$ cat src/rtl/snapcnt_pkg.sv
package snapcnt_pkg;
  // command word bit positions
  localparam int CMD_CLEAR_BIT = 0;
  localparam int CMD_LATCH_BIT = 1;

  typedef struct packed {
    logic latch;
    logic clear;
  } snap_cmd_t;

  // byte address of word index k
  function automatic int word_byte_addr(input int k);
    return k * 4;
  endfunction
endpackage

$ cat src/rtl/snapcnt_counter.sv
module snapcnt_counter #(
  parameter int CNT_W = 64
) (
  input  logic             clk,
  input  logic             rst_n,
  input  logic             tick,
  output logic [CNT_W-1:0] count
);
  always_ff @(posedge clk or negedge rst_n) begin
    if (!rst_n) count <= '0;
    else if (tick) count <= count + CNT_W'(1);
  end

  AST_CNT_STEP: assert property (@(posedge clk) disable iff (!rst_n)
    tick |=> count == $past(count) + CNT_W'(1));
  AST_CNT_HOLD: assert property (@(posedge clk) disable iff (!rst_n)
    !tick |=> $stable(count));
endmodule

$ cat src/rtl/snapcnt_decode.sv
module snapcnt_decode
  import snapcnt_pkg::*;
#(
  parameter int NWORDS = 2,
  parameter int DATA_W = 32,
  parameter int ADDR_W = 4
) (
  input  logic              clk,
  input  logic              rst_n,
  input  logic              bus_wr,
  input  logic [ADDR_W-1:0] bus_addr,
  input  logic [DATA_W-1:0] bus_wdata,
  output logic [NWORDS-1:0] word_sel,
  output logic              ctrl_sel,
  output logic [NWORDS-1:0] word_we,
  output snap_cmd_t         cmd
);
  for (genvar k = 0; k < NWORDS; k++) begin : g_sel
    assign word_sel[k] = (bus_addr == ADDR_W'(word_byte_addr(k)));
  end

  assign ctrl_sel = (bus_addr == ADDR_W'(word_byte_addr(NWORDS)));
  assign word_we  = bus_wr ? word_sel : '0;

  always_comb begin
    cmd       = '0;
    if (bus_wr && ctrl_sel) begin
      cmd.latch = bus_wdata[CMD_LATCH_BIT];
      cmd.clear = bus_wdata[CMD_CLEAR_BIT];
    end
  end

  AST_SEL_EXCL: assert property (@(posedge clk) disable iff (!rst_n)
    $onehot0({ctrl_sel, word_sel}));
endmodule

$ cat src/rtl/snapcnt_bank.sv
module snapcnt_bank
  import snapcnt_pkg::*;
#(
  parameter int NWORDS = 2,
  parameter int DATA_W = 32,
  localparam int CNT_W = NWORDS * DATA_W
) (
  input  logic              clk,
  input  logic              rst_n,
  input  logic [CNT_W-1:0]  count,
  input  snap_cmd_t         cmd,
  input  logic [NWORDS-1:0] word_we,
  input  logic [DATA_W-1:0] wdata,
  output logic [CNT_W-1:0]  snap
);
  for (genvar k = 0; k < NWORDS; k++) begin : g_word
    always_ff @(posedge clk or negedge rst_n) begin
      if (!rst_n) begin
        snap[k*DATA_W +: DATA_W] <= '0;
      end else if (cmd.clear) begin
        // clear is applied after latch, so it wins
        snap[k*DATA_W +: DATA_W] <= '0;
      end else if (cmd.latch) begin
        snap[k*DATA_W +: DATA_W] <= count[k*DATA_W +: DATA_W];
      end else if (word_we[k]) begin
        snap[k*DATA_W +: DATA_W] <= wdata;
      end
    end

    AST_WORD_WRITE: assert property (@(posedge clk) disable iff (!rst_n)
      word_we[k] |=> snap[k*DATA_W +: DATA_W] == $past(wdata));
  end

  AST_LATCH_COPY: assert property (@(posedge clk) disable iff (!rst_n)
    (cmd.latch && !cmd.clear) |=> snap == $past(count));
  AST_CLEAR_ZERO: assert property (@(posedge clk) disable iff (!rst_n)
    cmd.clear |=> snap == '0);
  AST_SNAP_HOLD: assert property (@(posedge clk) disable iff (!rst_n)
    (!cmd.clear && !cmd.latch && word_we == '0) |=> $stable(snap));
endmodule

$ cat src/rtl/snapcnt_top.sv
module snapcnt_top #(
  parameter int DATA_W = 32,
  parameter int CNT_W  = 64,
  parameter int ADDR_W = 4
) (
  input  logic              clk,
  input  logic              rst_n,
  input  logic              tick,
  input  logic              bus_wr,
  input  logic [ADDR_W-1:0] bus_addr,
  input  logic [DATA_W-1:0] bus_wdata,
  output logic [DATA_W-1:0] bus_rdata
);
  import snapcnt_pkg::*;

  localparam int NWORDS = CNT_W / DATA_W;

  logic [CNT_W-1:0]  count;
  logic [CNT_W-1:0]  snap;
  logic [NWORDS-1:0] word_sel;
  logic [NWORDS-1:0] word_we;
  logic              ctrl_sel;
  snap_cmd_t         cmd;

  snapcnt_counter #(.CNT_W(CNT_W)) u_counter (
    .clk   (clk),
    .rst_n (rst_n),
    .tick  (tick),
    .count (count)
  );

  snapcnt_decode #(.NWORDS(NWORDS), .DATA_W(DATA_W), .ADDR_W(ADDR_W)) u_decode (
    .clk       (clk),
    .rst_n     (rst_n),
    .bus_wr    (bus_wr),
    .bus_addr  (bus_addr),
    .bus_wdata (bus_wdata),
    .word_sel  (word_sel),
    .ctrl_sel  (ctrl_sel),
    .word_we   (word_we),
    .cmd       (cmd)
  );

  snapcnt_bank #(.NWORDS(NWORDS), .DATA_W(DATA_W)) u_bank (
    .clk     (clk),
    .rst_n   (rst_n),
    .count   (count),
    .cmd     (cmd),
    .word_we (word_we),
    .wdata   (bus_wdata),
    .snap    (snap)
  );

  // read mux: command word and stray addresses read zero
  always_comb begin
    bus_rdata = '0;
    for (int k = 0; k < NWORDS; k++) begin
      if (word_sel[k]) bus_rdata = snap[k*DATA_W +: DATA_W];
    end
  end

  AST_CTRL_READ_ZERO: assert property (@(posedge clk) disable iff (!rst_n)
    ctrl_sel |-> bus_rdata == '0);
endmodule

$ cat config.mk
export PLATFORM = sky130hd
export DESIGN_NAME = snapcnt_top
export DESIGN_NICKNAME = d
export VERILOG_FILES = /design/src/rtl/snapcnt_pkg.sv /design/src/rtl/snapcnt_counter.sv /design/src/rtl/snapcnt_decode.sv /design/src/rtl/snapcnt_bank.sv /design/src/rtl/snapcnt_top.sv
export SDC_FILE = /design/constraint.sdc
export NUM_CORES = 1
export LEC_CHECK = 0
export BUFFER_PORTS_ARGS = -buffer_cell sky130_fd_sc_hd__buf_2
export CORE_UTILIZATION = 55
export CTS_CLUSTER_DIAMETER = 50
export CTS_CLUSTER_SIZE = 24
export DETAILED_ROUTE_END_ITERATION = 6
export PLACE_DENSITY = 0.86
export SLEW_MARGIN = 5
export SYNTH_ARGS = -nofsm -noshare
export SYNTH_HDL_FRONTEND = slang
export SYNTH_SLANG_ARGS = --single-unit
$ cat constraint.sdc
create_clock -name clk -period 2.86 [get_ports clk]
set_input_delay 0.572 -clock clk [delete_from_list [all_inputs] [get_ports clk]]
set_output_delay 0.572 -clock clk [all_outputs]
set_load 0.02 [all_outputs]
* Yosys cells after proc, flatten, opt, wreduce, memory -nomap -nowiden *
Index checks and enable logic that the tools add are counted.

operators by class
  add/subtract/negate cells = 1
  equal/unequal tests = 2
  multiplexer cells = 10
  reductions and logical operators = 4

operators with widths
  kind                                                             number
  32-bit two-way mux                                               8
  64-bit by 1-bit adder with 64-bit output, second input constant  1
  3-bit nonzero test                                               2
  4-bit by 3-bit == test with 1-bit output, second input constant  1
  4-bit == test, second input constant                             1
  4-bit zero test                                                  1
  2-bit two-way mux                                                2
  1-bit logical AND                                                1

word-level totals
  flip-flop bits (word level) = 128
  bits of input ports = 40
  output and inout bits = 32
  word-level logic and storage cells = 20

* Logic depth before layout (Yosys ltp) *
Gate-level depths: netlist of the first run.

  depth in word-level cells = 5
  depth in mapped cells = 7

* Modules after synthesis *
A second synthesis of the first run with hierarchy kept.

second synthesis, totals
  cells, all modules = 622
  area total of the unflattened synthesis = 7045.5 µm²

modules (own cells, without submodules)
  module           instances  cells each  area each (µm²)
  snapcnt_bank     1          285         3513.4
  snapcnt_counter  1          285         3098.0
  snapcnt_top      1          44          361.6
  snapcnt_decode   1          8           72.6

* Worst setup path after synthesis of the first run *
No wires, ideal clock.

  path kind = input to output
  start point = input port bus_addr[3]
  end point = output port bus_rdata[10]
  arrival time = 1.979 ns
  data required time = 2.288 ns
  setup slack = 0.309 ns
  stages = 4
  path buffers = 2
  path through = clkbuf_1 > nor4b_1 > clkbuf_1 > a22o_1

on the way
  longest elaborated chain between the ends = 3
  elaborated cells between the ends (all ways) = 4

ends and longest elaborated chain
  element               line                  source
  start: declaration    snapcnt_top.sv:10     input logic [ADDR_W-1:0] bus_addr,
  4-bit zero test       snapcnt_decode.sv:19  assign word_sel[k] = (bus_addr == ADDR_W'(word_byte_addr(k)));
  32-bit two-way mux    snapcnt_top.sv:58     if (word_sel[k]) bus_rdata = snap[k*DATA_W +: DATA_W];
  32-bit two-way mux *  snapcnt_top.sv:58
  end: declaration      snapcnt_top.sv:12     output logic [DATA_W-1:0] bus_rdata

Every way passes the cells marked *; elsewhere a longest branch is shown, timed or not.

* Final worst setup path of the first run *
  start point = input port bus_addr[1]
  end point = output port bus_rdata[25]

Same word-level chain as after synthesis.

==> metrics.md, run 1 <==
| Metric | Value |
|---|---|
| Status | `completed` |
| Vias | `5,456` |
| N_diodes | `0` |
| Final non-filler cell total | `874` |
| CTS resizes | `0` |
| Largest net degree at the start of global routing | `60` |
| HP Class | `primary input to asynchronous set/reset pin` |
| Ys async rst share | `100%` |
| DP Area | `0.00681 sq mm` |
| Slew Viols, Final | `0` |
| Total power | `4.95 mW` |
| Core area | `approximately 0.011 sq mm` |
| Critical path data arrival time | `roughly 1.8 ns` |
| Initial antenna violation count | `0` |
| Reg2reg setup slack | `0.51 ns` |
| Area leader, netlist | `dfrtp_1` |
| Layout cells sized above 1 | `18.8%` |
| DP Worst Slack | `0.403 ns` |
| Hold_ws | `0.111 ns` |
| Clk buf depth | `2` |
| Gp weighted congestion | `between 0.8 and 0.9` |
| Final setup viols | `0` |
| Syn_area_per_cell | `9.61 sq um` |
| Post-layout min period | `2.37 ns` |
| Drt pass-1 iters | `5` |
| Top cell type's share of synthesized area | `between 50 and 60%` |
| CP Launch Point | `bus_addr[1]` |
| F_max | `421 MHz` |
| Final #Nets | `762` |
| Data required time of the worst path | `~2.3 ns` |
| Worst Slack Setup Final | `approximately 0.49 ns` |
| P per Cell Area | `about 670 mW/mm^2` |
| Least-Margin Pin Slew | `between 0.8 and 0.9 ns` |
| Worst-Skew Late Latency | `between 0.5 and 0.6 ns` |
| Headroom to the max-slew limit | `about two fifths` |
| Leak Pwr | `about 3.6 nW` |
| Initial DRC Count | `roughly 560` |
| Routed len/inst | `19.3 um` |
| I/O pin cnt | `72` |
| Row Count | `38` |
| CP startpoint kind | `primary input` |
| Total track usage | `31.0%` |
| First-pass GRT wire length | `~27,000 um` |
| Highest routed layer | `met4` |
| Met2 routed WL | `8520 um` |
| Global route overflow | `0` |
| Crit Path Max Fanout | `32` |
| DRC violations left | `0` |
| Worst Skew | `0.00737 ns` |
| # H-tree levels | `4` |
| M1 wire length | `a little under 7000 um` |
| Mapped Cells | `643` |
| Die area | `between 0.01 and 0.015 sq mm` |
| Vias in the first global route | `5,445` |
| Final setup TNS | `0 ns` |
| Die width | `108 um` |
| WS Path Type | `primary input to output pin` |
| Final Cycle Share | `roughly 83%` |
| Mapped Nets | `just under 700` |
| Synth cell types | `39` |
| Worst vdd ir | `0.481 mV` |
| Final hold vios | `0` |
| Yosys reg bits | `between 100 and 150` |
| Worst r2r dst | `u_counter.count[54]` |
| MaxCap Viol Count | `0` |
| RSZ-0062 raised after global routing | `no` |
| Initial Util | `a little under three fifths` |
| Crit. End Element | `output pin` |
| RR Startpoint | `u_counter.count[0]` |
| CTS tree | `yes` |
| CTS Hold Bufs | `0` |
| EDFF count, synth | `0` |
| Register area share after synthesis | `51.8%` |
| Clock transition at path regs | `0.06 ns` |
| Vias/cell | `6.24` |
| R2R depth | `6` |
| DP Cell Count | `842` |
| Root Driver | `clkbuf_8` |
| CTS Buf Count | `17` |
| DR WL met3 | `1190 um` |
| Postcts setup bufs | `0` |
| Final Cell Area | `0.00742 sq mm` |
| Main synth FF type | `dfrtp_1` |
| Final Util | `68.2%` |
| Fillers | `769` |
| Die height | `about 110 um` |
| Port Buf Inserts | `71` |
| Area delta synth->final | `20.1%` |
| Synthesized cell area | `0.00618 sq mm` |
| Post-Route WL | `16,900 um` |
| Synth area leaders | `dfrtp_1 52%, nand2_1 5.5%, a21oi_1 5.0%` |
| Ys Warns | `0` |
| Post-route ant nets | `0` |
| DP Wirelength | `10,700 um` |
| Clock sinks | `about 130` |
==> worst max-delay path: stages <==
cell and delay [ns]:
buf_2 0.13, nor4_2 0.25, buf_4 0.43, a22o_1 0.23, buf_2 0.18
==> final cells by class <==
class                           instances  area, sq um  share of cell area, %
Sequential cell                       128         3200                   43.2
Multi-Input combinational cell        469         2820                   38.0
Timing Repair Buffer                   90          551                   7.42
Clock buffer                           19          432                   5.82
Clock inverter                         13          185                   2.49
Tap cell                              140          175                   2.36
Inverter                               15         56.3                  0.759
==> flip-flops by register name (all words and copies together) (netlist names) <==
name,flops
u_bank.snap,64
u_counter.count,64
==> cell families (layout without fill, tap and decap cells) <==
group / Yosys count / count (layout) / synth area share, %
compound gates: 168 / 168 / 15.7
xor+xnor: 63 / 63 / 8.93
fa+ha+maj: 1 / 1 / 0.202
buf+inv: 46 / 137 / 2.96
flops: 128 / 128 / 51.8
simple gates: 237 / 237 / 20.3
==> metal layers <==
metal | vias to the layer above | track usage, %
met5 | - | 0
li1 | 2421 | -
met1 | 2708 | 38.6
met2 | 281 | 51.7
met3 | 46 | 6.33
met4 | 0 | 15.0
==> worst max-delay path by stage <==
stage                                endpoint  slack (ns)
after floorplan                 bus_rdata[10]        0.31
after global placement    u_counter.count[62]        0.47
after detailed placement  u_counter.count[43]        0.40
after CTS                       bus_rdata[25]        0.49
after global routing      u_counter.count[58]        0.31
final                           bus_rdata[25]        0.49
==> layout by cell type (no fill, tap or decap), types with 3 or more instances in the layout <==
cell / synthesis / layout
xor2_1: 32 / 32
xnor2_1: 31 / 31
o21ai_1: 9 / 8
dfrtp_1: 128 / 128
buf_2: 8 / 70
buf_12: 0 / 4
inv_1: 15 / 15
a21oi_1: 62 / 62
and4_1: 4 / 4
nor2b_1: 30 / 30
o21ai_0: 62 / 61
buf_4: 0 / 16
clkinv_2: 0 / 3
nor3_1: 16 / 16
bufinv_16: 0 / 4
and3_1: 8 / 7
nand2_1: 91 / 91
nor4_1: 12 / 11
nor4_2: 2 / 3
or3_1: 3 / 3
clkbuf_16: 0 / 16
nand4_1: 17 / 17
nor2_1: 21 / 21
a22o_1: 32 / 32
nand3_1: 19 / 19
==> synthesized netlist by cell type (all sizes together) (2+ instances only) <==
| cell | instances |
|---|---|
| dfrtp | 128 |
| nand2 | 91 |
| o21ai | 71 |
| a21oi | 62 |
| a22o | 32 |
| xor2 | 32 |
| xnor2 | 31 |
| nor2b | 30 |
| clkbuf | 21 |
| nor2 | 21 |
| nand3 | 20 |
| nand4 | 19 |
| nor3 | 17 |
| inv | 15 |
| nor4 | 15 |
| buf | 10 |
| and3 | 8 |
| and4 | 4 |
| or3 | 3 |
| nor4b | 2 |
| or4 | 2 |
==> report_power, final <==
part           switching [mW]  internal, mW  total, mW
logic                   0.283         0.193      0.476
registers               0.182          2.04       2.22
clock network           0.812          1.44       2.25
total                    1.28          3.67       4.95
No activity file was read; power rests on OpenSTA's default activity.
==> inputs of run 2 (changes only) <==
==> constraint.sdc (replaced) <==
create_clock -name clk -period 2.2 [get_ports clk]
set_input_delay 0.44 -clock clk [delete_from_list [all_inputs] [get_ports clk]]
set_output_delay 0.44 -clock clk [all_outputs]
set_load 0.02 [all_outputs]
==> run 2 against run 1 <==
Compared with the run above: via count increased by 2.5%; total power up 34%; largest power group unchanged; sequential power rose by 29%; global-route usage decreased by 0.14 points; critical path depth unchanged; worst setup slack worse by 0.62 ns; wire length up 3.3%; count of clock-buffer cells in the layout unchanged; the flow now finishes with violations (negative setup slack); design area is 6.7% higher; clock power rose by 37%; clock skew shrank 0.0031 ns; combinational power up 46%.
==> metrics.md, run 2 (synthesis results as in run 1) <==
| Metric | Value |
|---|---|
| Final #Nets | `810` |
| CP startpoint kind | `register` |
| Clk buf depth | `2` |
| Gp weighted congestion | `0.876` |
| Headroom to the max-slew limit | `14.3%` |
| # H-tree levels | `4` |
| RSZ-0062 raised after global routing | `yes` |
| Most common cell after layout, fill and taps aside | `dfrtp_1` |
| N_diodes | `0` |
| Initial antenna violation count | `0` |
| First-pass GRT wire length | `~27,000 um` |
| Worst-Skew Late Latency | `0.53 ns` |
| Die width | `~110 um` |
| Final Cycle Share | `106%` |
| CTS Buf Count | `17` |
| Total track usage | `30.9%` |
| Critical path data arrival time | `2.78 ns` |
| Post-Route WL | `17,400 um` |
| DR WL met3 | `1270 um` |
| Met2 routed WL | `8600 um` |
| Clock transition at path regs | `0.06 ns` |
| Worst r2r dst | `u_counter.count[62]` |
| Least-Margin Pin Slew | `between 1 and 1.5 ns` |
| Hold path depth | `3` |
| Fillers | `702` |
| Initial DRC Count | `541` |
| F_max | `429 MHz` |
| Die area | `between 0.01 and 0.015 sq mm` |
| Area delta synth->final | `28.1%` |
| Highest routed layer | `met4` |
| Worst vdd ir | `0.721 mV` |
| Row Count | `38` |
| Slew Viols, Final | `0` |
| CP Launch Point | `u_counter.count[38]` |
| Crit. End Element | `register` |
| Initial Util | `a little under three fifths` |
| DRC violations left | `0` |
| Clock sinks | `128` |
| Failing checks | `negative setup slack` |
| Drt pass-1 iters | `5` |
| Final hold vios | `0` |
| DP Cell Count | `879` |
| CTS tree | `yes` |
| Data required time of the worst path | `2.65 ns` |
| Largest net degree at the start of global routing | `63` |
| DP Wirelength | `10,800 um` |
| RR Startpoint | `u_counter.count[38]` |
| Leading registers by flop count | `u_bank.snap: 64 flops, u_counter.count: 64 flops` |
| Root Driver | `clkbuf_8` |
| Worst Skew | `0.00428 ns` |
| DP Area | `slightly above 0.007 sq mm` |
| Most frequent cells in the layout | `125 x dfrtp_1, 91 x nand2_1, 70 x buf_2, 62 x a21oi_1` |
| I/O pin cnt | `between 70 and 80` |
| Hold_ws | `0.234 ns` |
| Global route overflow | `0` |
| Final Cell Area | `approximately 0.0079 sq mm` |
| Routed len/inst | `18.9 um` |
| Reg2reg setup slack | `-0.13 ns` |
| Vias in the first global route | `5,607` |
| WS Path Type | `register to register` |
| HP Class | `primary input to register` |
| Worst Setup EP | `u_counter.count[62]` |
| Leak Pwr | `between 3 and 4 nW` |
| Layout cells sized above 1 | `24.8%` |
| Final setup viols | `4` |
| Die height | `~110 um` |
| Total power | `6.63 mW` |
| Crit Path Max Fanout | `5` |
| Post-layout min period | `between 2 and 2.5 ns` |
| Vias | `5,590` |
| Status | `finished with violations` |
| R2R depth | `5` |
| Final non-filler cell total | `922` |
| Port Buf Inserts | `between 70 and 80` |
| M1 wire length | `7130 um` |
| MaxCap Viol Count | `0` |
| P per Cell Area | `838 mW/mm^2` |
| Core area | `0.0109 sq mm` |
| Worst Slack Setup Final | `-0.131 ns` |
| Post-route ant nets | `0` |
| Vias/cell | `6.06` |
## run 2: cell types whose count changed in the layout (fill, tap and decap cells not counted), moves of 2 or more
cell	change
buf_12	+2
dfrtp_2	+3
clkinv_2	-2
buf_4	+45
nor4_4	+3
nor4_1	-3
dfrtp_1	-3
clkinvlp_4	+3
inv_6	-2
## run 2: how the worst min path moves through the flow
stage	startpoint	to	slack, ns
final	bus_wdata[1]	u_bank.snap[33]	0.23
after global routing	bus_wdata[1]	u_bank.snap[33]	0.22
after CTS	bus_wdata[1]	u_bank.snap[33]	0.22
after floorplan	rst_n	u_bank.snap[0]	0.14
after detailed placement	rst_n	u_bank.snap[49]	0.44
after global placement	rst_n	u_bank.snap[17]	0.44
## run 2: what timing repair did
item / CTS / global route
buffers inserted: 2 / 8
hold endpoints to repair: 37 / 0
hold buffers: 1 / 0
setup endpoints to repair: 3 / 36
resized for setup: 1 / 12
pin swaps: 1 / 4
## run 2: cell type report
| class | count | area [sq um] | share of cell area [%] |
|---|---|---|---|
| inverters | 15 | 56.3 | 0.711 |
| clock buffers | 19 | 442 | 5.58 |
| repair buffers | 138 | 938 | 11.9 |
| clock inverters | 13 | 210 | 2.66 |
| well taps | 140 | 175 | 2.21 |
| flip-flops and latches | 128 | 3210 | 40.5 |
| multi-input cells | 469 | 2890 | 36.5 |
## run 2: critical path, stage by stage, from the launching register on
cell     delay (ns)
dfrtp_1        0.38
and4_4         0.27
or4b_4         0.50
or4_4          0.67
nor4_4         0.27
xnor2_1        0.16
## run 2: per-stage QoR
step / utilization (%) / setup WS (ns) / TNS, ns
after floorplan: - / 0.0714 / 0
after global placement: 65.4 / -0.0941 / -2.29
after detailed placement: 65.4 / -0.221 / -4.37
after CTS: 71.7 / 0.00958 / 0
after global routing: 72.7 / -0.134 / -0.464
final: 72.7 / -0.131 / -0.254
## run 2: metal layers
metal / up-vias / track usage [%]
li1: 2515 / -
met1: 2746 / 40.0
met2: 284 / 49.1
met3: 45 / 8.08
met4: 0 / 13.3
met5: - / 0
## run 2: report_power, final
part	total, mW	internal (mW)	switching, mW
Clock	3.08	2.01	1.06
Sequential	2.86	2.65	0.211
Combinational	0.696	0.303	0.393
==> inputs of run 3 (changes only) <==
--- a/config.mk
+++ b/config.mk
@@ -6,11 +6,13 @@
 export NUM_CORES = 1
 export LEC_CHECK = 0
 export BUFFER_PORTS_ARGS = -buffer_cell sky130_fd_sc_hd__buf_2
+export CAP_MARGIN = 20
 export CORE_UTILIZATION = 55
 export CTS_CLUSTER_DIAMETER = 50
 export CTS_CLUSTER_SIZE = 24
 export DETAILED_ROUTE_END_ITERATION = 6
 export PLACE_DENSITY = 0.86
+export SKIP_LAST_GASP = 1
 export SLEW_MARGIN = 5
 export SYNTH_ARGS = -nofsm -noshare
 export SYNTH_HDL_FRONTEND = slang
==> run 3 against run 2 <==
Compared with the run above: the flow still finishes with violations (negative setup slack); count of clock-buffer cells in the layout rose by 4; largest cell class unchanged; worst setup slack improved by 0.10 ns; wire length fell by 3.2%; clock power fell by 7.5%; first-iteration DRC count fell by 5.4%; clock skew rose by 0.0032 ns; cell count rose by 0.11%; critical path depth did not move; global-route usage fell by 0.97 points.
==> metrics.md, run 3 (synthesis results as in run 1) <==
| Metric | Value |
|---|---|
| CTS tree | `yes` |
| Crit Path Max Fanout | `5` |
| Worst Slack Setup Final | `-0.0261 ns` |
| Post-Route WL | `roughly 17,000 um` |
| Worst vdd ir | `0.611 mV` |
| Slew Viols, Final | `0` |
| Switching share of power | `25.0%` |
| NetSw | `1.59 mW` |
| N_diodes | `0` |
| Routed len/inst | `18.3 um` |
| Final Cell Area | `roughly 0.0079 sq mm` |
| Least-Margin Pin Slew | `about 0.73 ns` |
| Root Driver | `clkbuf_8` |
| Worst-path cell chain | `nand4_2, or4b_4, or4_4, nor4_4, xor2_1` |
| Worst hold path startpoint | `tick` |
| Most common cell after layout, fill and taps aside | `dfrtp_1` |
| Hold_ws | `0.274 ns` |
| Layout cells sized above 1 | `between 20 and 25%` |
| Vias | `about 5,600` |
| Headroom to the max-slew limit | `51.3%` |
| Total track usage | `29.9%` |
| Initial Util | `between 50% and 60%` |
| Die width | `108 um` |
| Failing checks | `negative setup slack` |
| DP Worst Slack | `approximately 0.010 ns` |
| Final #Nets | `roughly 800` |
| Final Cycle Share | `101%` |
| Clock transition at path regs | `0.06 ns` |
| Port Buf Inserts | `between 70 and 80` |
| Sequential power share | `45.0%` |
| First-pass GRT wire length | `around 27,000 um` |
| DP Area | `0.00713 sq mm` |
| Leading registers by flop count | `u_bank.snap: 64 flops, u_counter.count: 64 flops` |
| Die height | `108 um` |
| Final setup viols | `1` |
| F_max | `449 MHz` |
| Global route overflow | `0` |
| Share of power burned in combinational logic | `10.3%` |
| Power Internal | `4.78 mW` |
| Final Util | `between 70 and 80%` |
| Vias/cell | `6.03` |
| Initial DRC Count | `slightly above 500` |
| DRC violations left | `0` |
| Final non-filler cell total | `923` |
| Clk buf depth | `2` |
| Core area | `~0.011 sq mm` |
| P per Cell Area | `a little over 800 mW/mm^2` |
| RSZ-0062 raised after global routing | `yes` |
| Clock sinks | `128` |
| Worst-Skew Late Latency | `0.52 ns` |
| DP Wirelength | `11,000 um` |
| Data required time of the worst path | `2.64 ns` |
| Drt pass-1 iters | `5` |
| Sum of buffers and inverters on the critical path | `0` |
| Fillers | `752` |
| Initial antenna violation count | `0` |
| Crit. End Element | `register` |
| Final hold vios | `0` |
| Vias in the first global route | `5,493` |
| Gp weighted congestion | `0.876` |
| Reg2reg setup slack | `-0.03 ns` |
| Largest net degree at the start of global routing | `63` |
| Clock share of power | `44.7%` |
| Leak Pwr | `3.83 nW` |
| Worst Setup EP | `u_counter.count[54]` |
| CP Launch Point | `u_counter.count[30]` |
| # H-tree levels | `4` |
| HP Class | `primary input to register` |
| RR Startpoint | `u_counter.count[30]` |
| Status | `finished with violations` |
| CP max-delay cell | `or4_4` |
| Die area | `0.0117 sq mm` |
| Post-layout min period | `2.23 ns` |
| Worst path depth | `5` |
| CP startpoint kind | `register` |
| Critical path's top delay family | `simple AND/OR/NAND/NOR gates` |
| MaxCap Viol Count | `0` |
| Critical path data arrival time | `approximately 2.7 ns` |
| Row Count | `38` |
| Most frequent cells in the layout | `127 x dfrtp_1, 91 x nand2_1, 70 x buf_2, 62 x a21oi_1` |
| DP Cell Count | `880` |
| R2R depth | `5` |
| Area delta synth->final | `27.5%` |
| CTS Buf Count | `17` |
| Largest stage delay, worst path | `0.61 ns` |
| Worst Skew | `0.00752 ns` |
| I/O pin cnt | `just over 70` |
| Worst r2r dst | `u_counter.count[54]` |
| Post-route ant nets | `0` |
| WS Path Type | `register to register` |
==> run 3: through the flow <==
step | power [mW] | TNS (ns)
after global routing | 6.62 | -0.349
final | 6.37 | -0.0261
after global placement | 3.47 | -2.29
after detailed placement | 3.54 | 0
after CTS | 6.37 | 0
after floorplan | 3.23 | 0
==> run 3: tightest hold or removal path: stages <==
cell and delay (ns):
buf_2 0.10, buf_4 0.14, xor2_1 0.07
==> run 3: routing by layer <==
metal / share of wire (%) / wire (um) / GRT usage (%)
met1: 42 / 7070 / 39.9
met2: 50 / 8360 / 48.7
met3: 6.6 / 1110 / 6.39
met4: 1.9 / 318 / 10.1
met5: 0 / 0 / 0
==> run 3: area by class of cell <==
class | count | area (sq um) | share of cell area (%)
Clock buffer | 23 | 477 | 6.05
Clock inverter | 9 | 130 | 1.65
Timing Repair Buffer | 139 | 953 | 12.1
Tap cell | 140 | 175 | 2.22
Sequential cell | 128 | 3200 | 40.7
Multi-Input combinational cell | 469 | 2880 | 36.6
Inverter | 15 | 56.3 | 0.715
==> run 3: worst min-delay path by stage <==
stage	end	cells after the start	slack, ns
floorplan	u_bank.snap[0]	0	0.14
global placement	u_bank.snap[17]	1	0.44
detailed placement	u_bank.snap[50]	1	0.44
CTS	u_bank.snap[33]	3	0.23
global route	u_counter.count[0]	3	0.26
finish	u_counter.count[0]	3	0.27
==> run 3: power by group through the flow <==
| stage | Combinational [mW] | Sequential, mW | Clock, mW |
|---|---|---|---|
| after global placement | 0.599 | 2.87 | 0 |
| after global routing | 0.737 | 2.90 | 2.98 |
| after CTS | 0.653 | 2.86 | 2.86 |
| final | 0.656 | 2.87 | 2.85 |
| after detailed placement | 0.641 | 2.90 | 0 |
| after floorplan | 0.384 | 2.84 | 0 |
==> run 3: repair_timing <==
item	CTS	global route
setup buffers	0	10
resized for setup	0	10
pin swaps	1	6
hold buffers	1	0
hold endpoints to repair	37	0
setup endpoints to repair	3	16
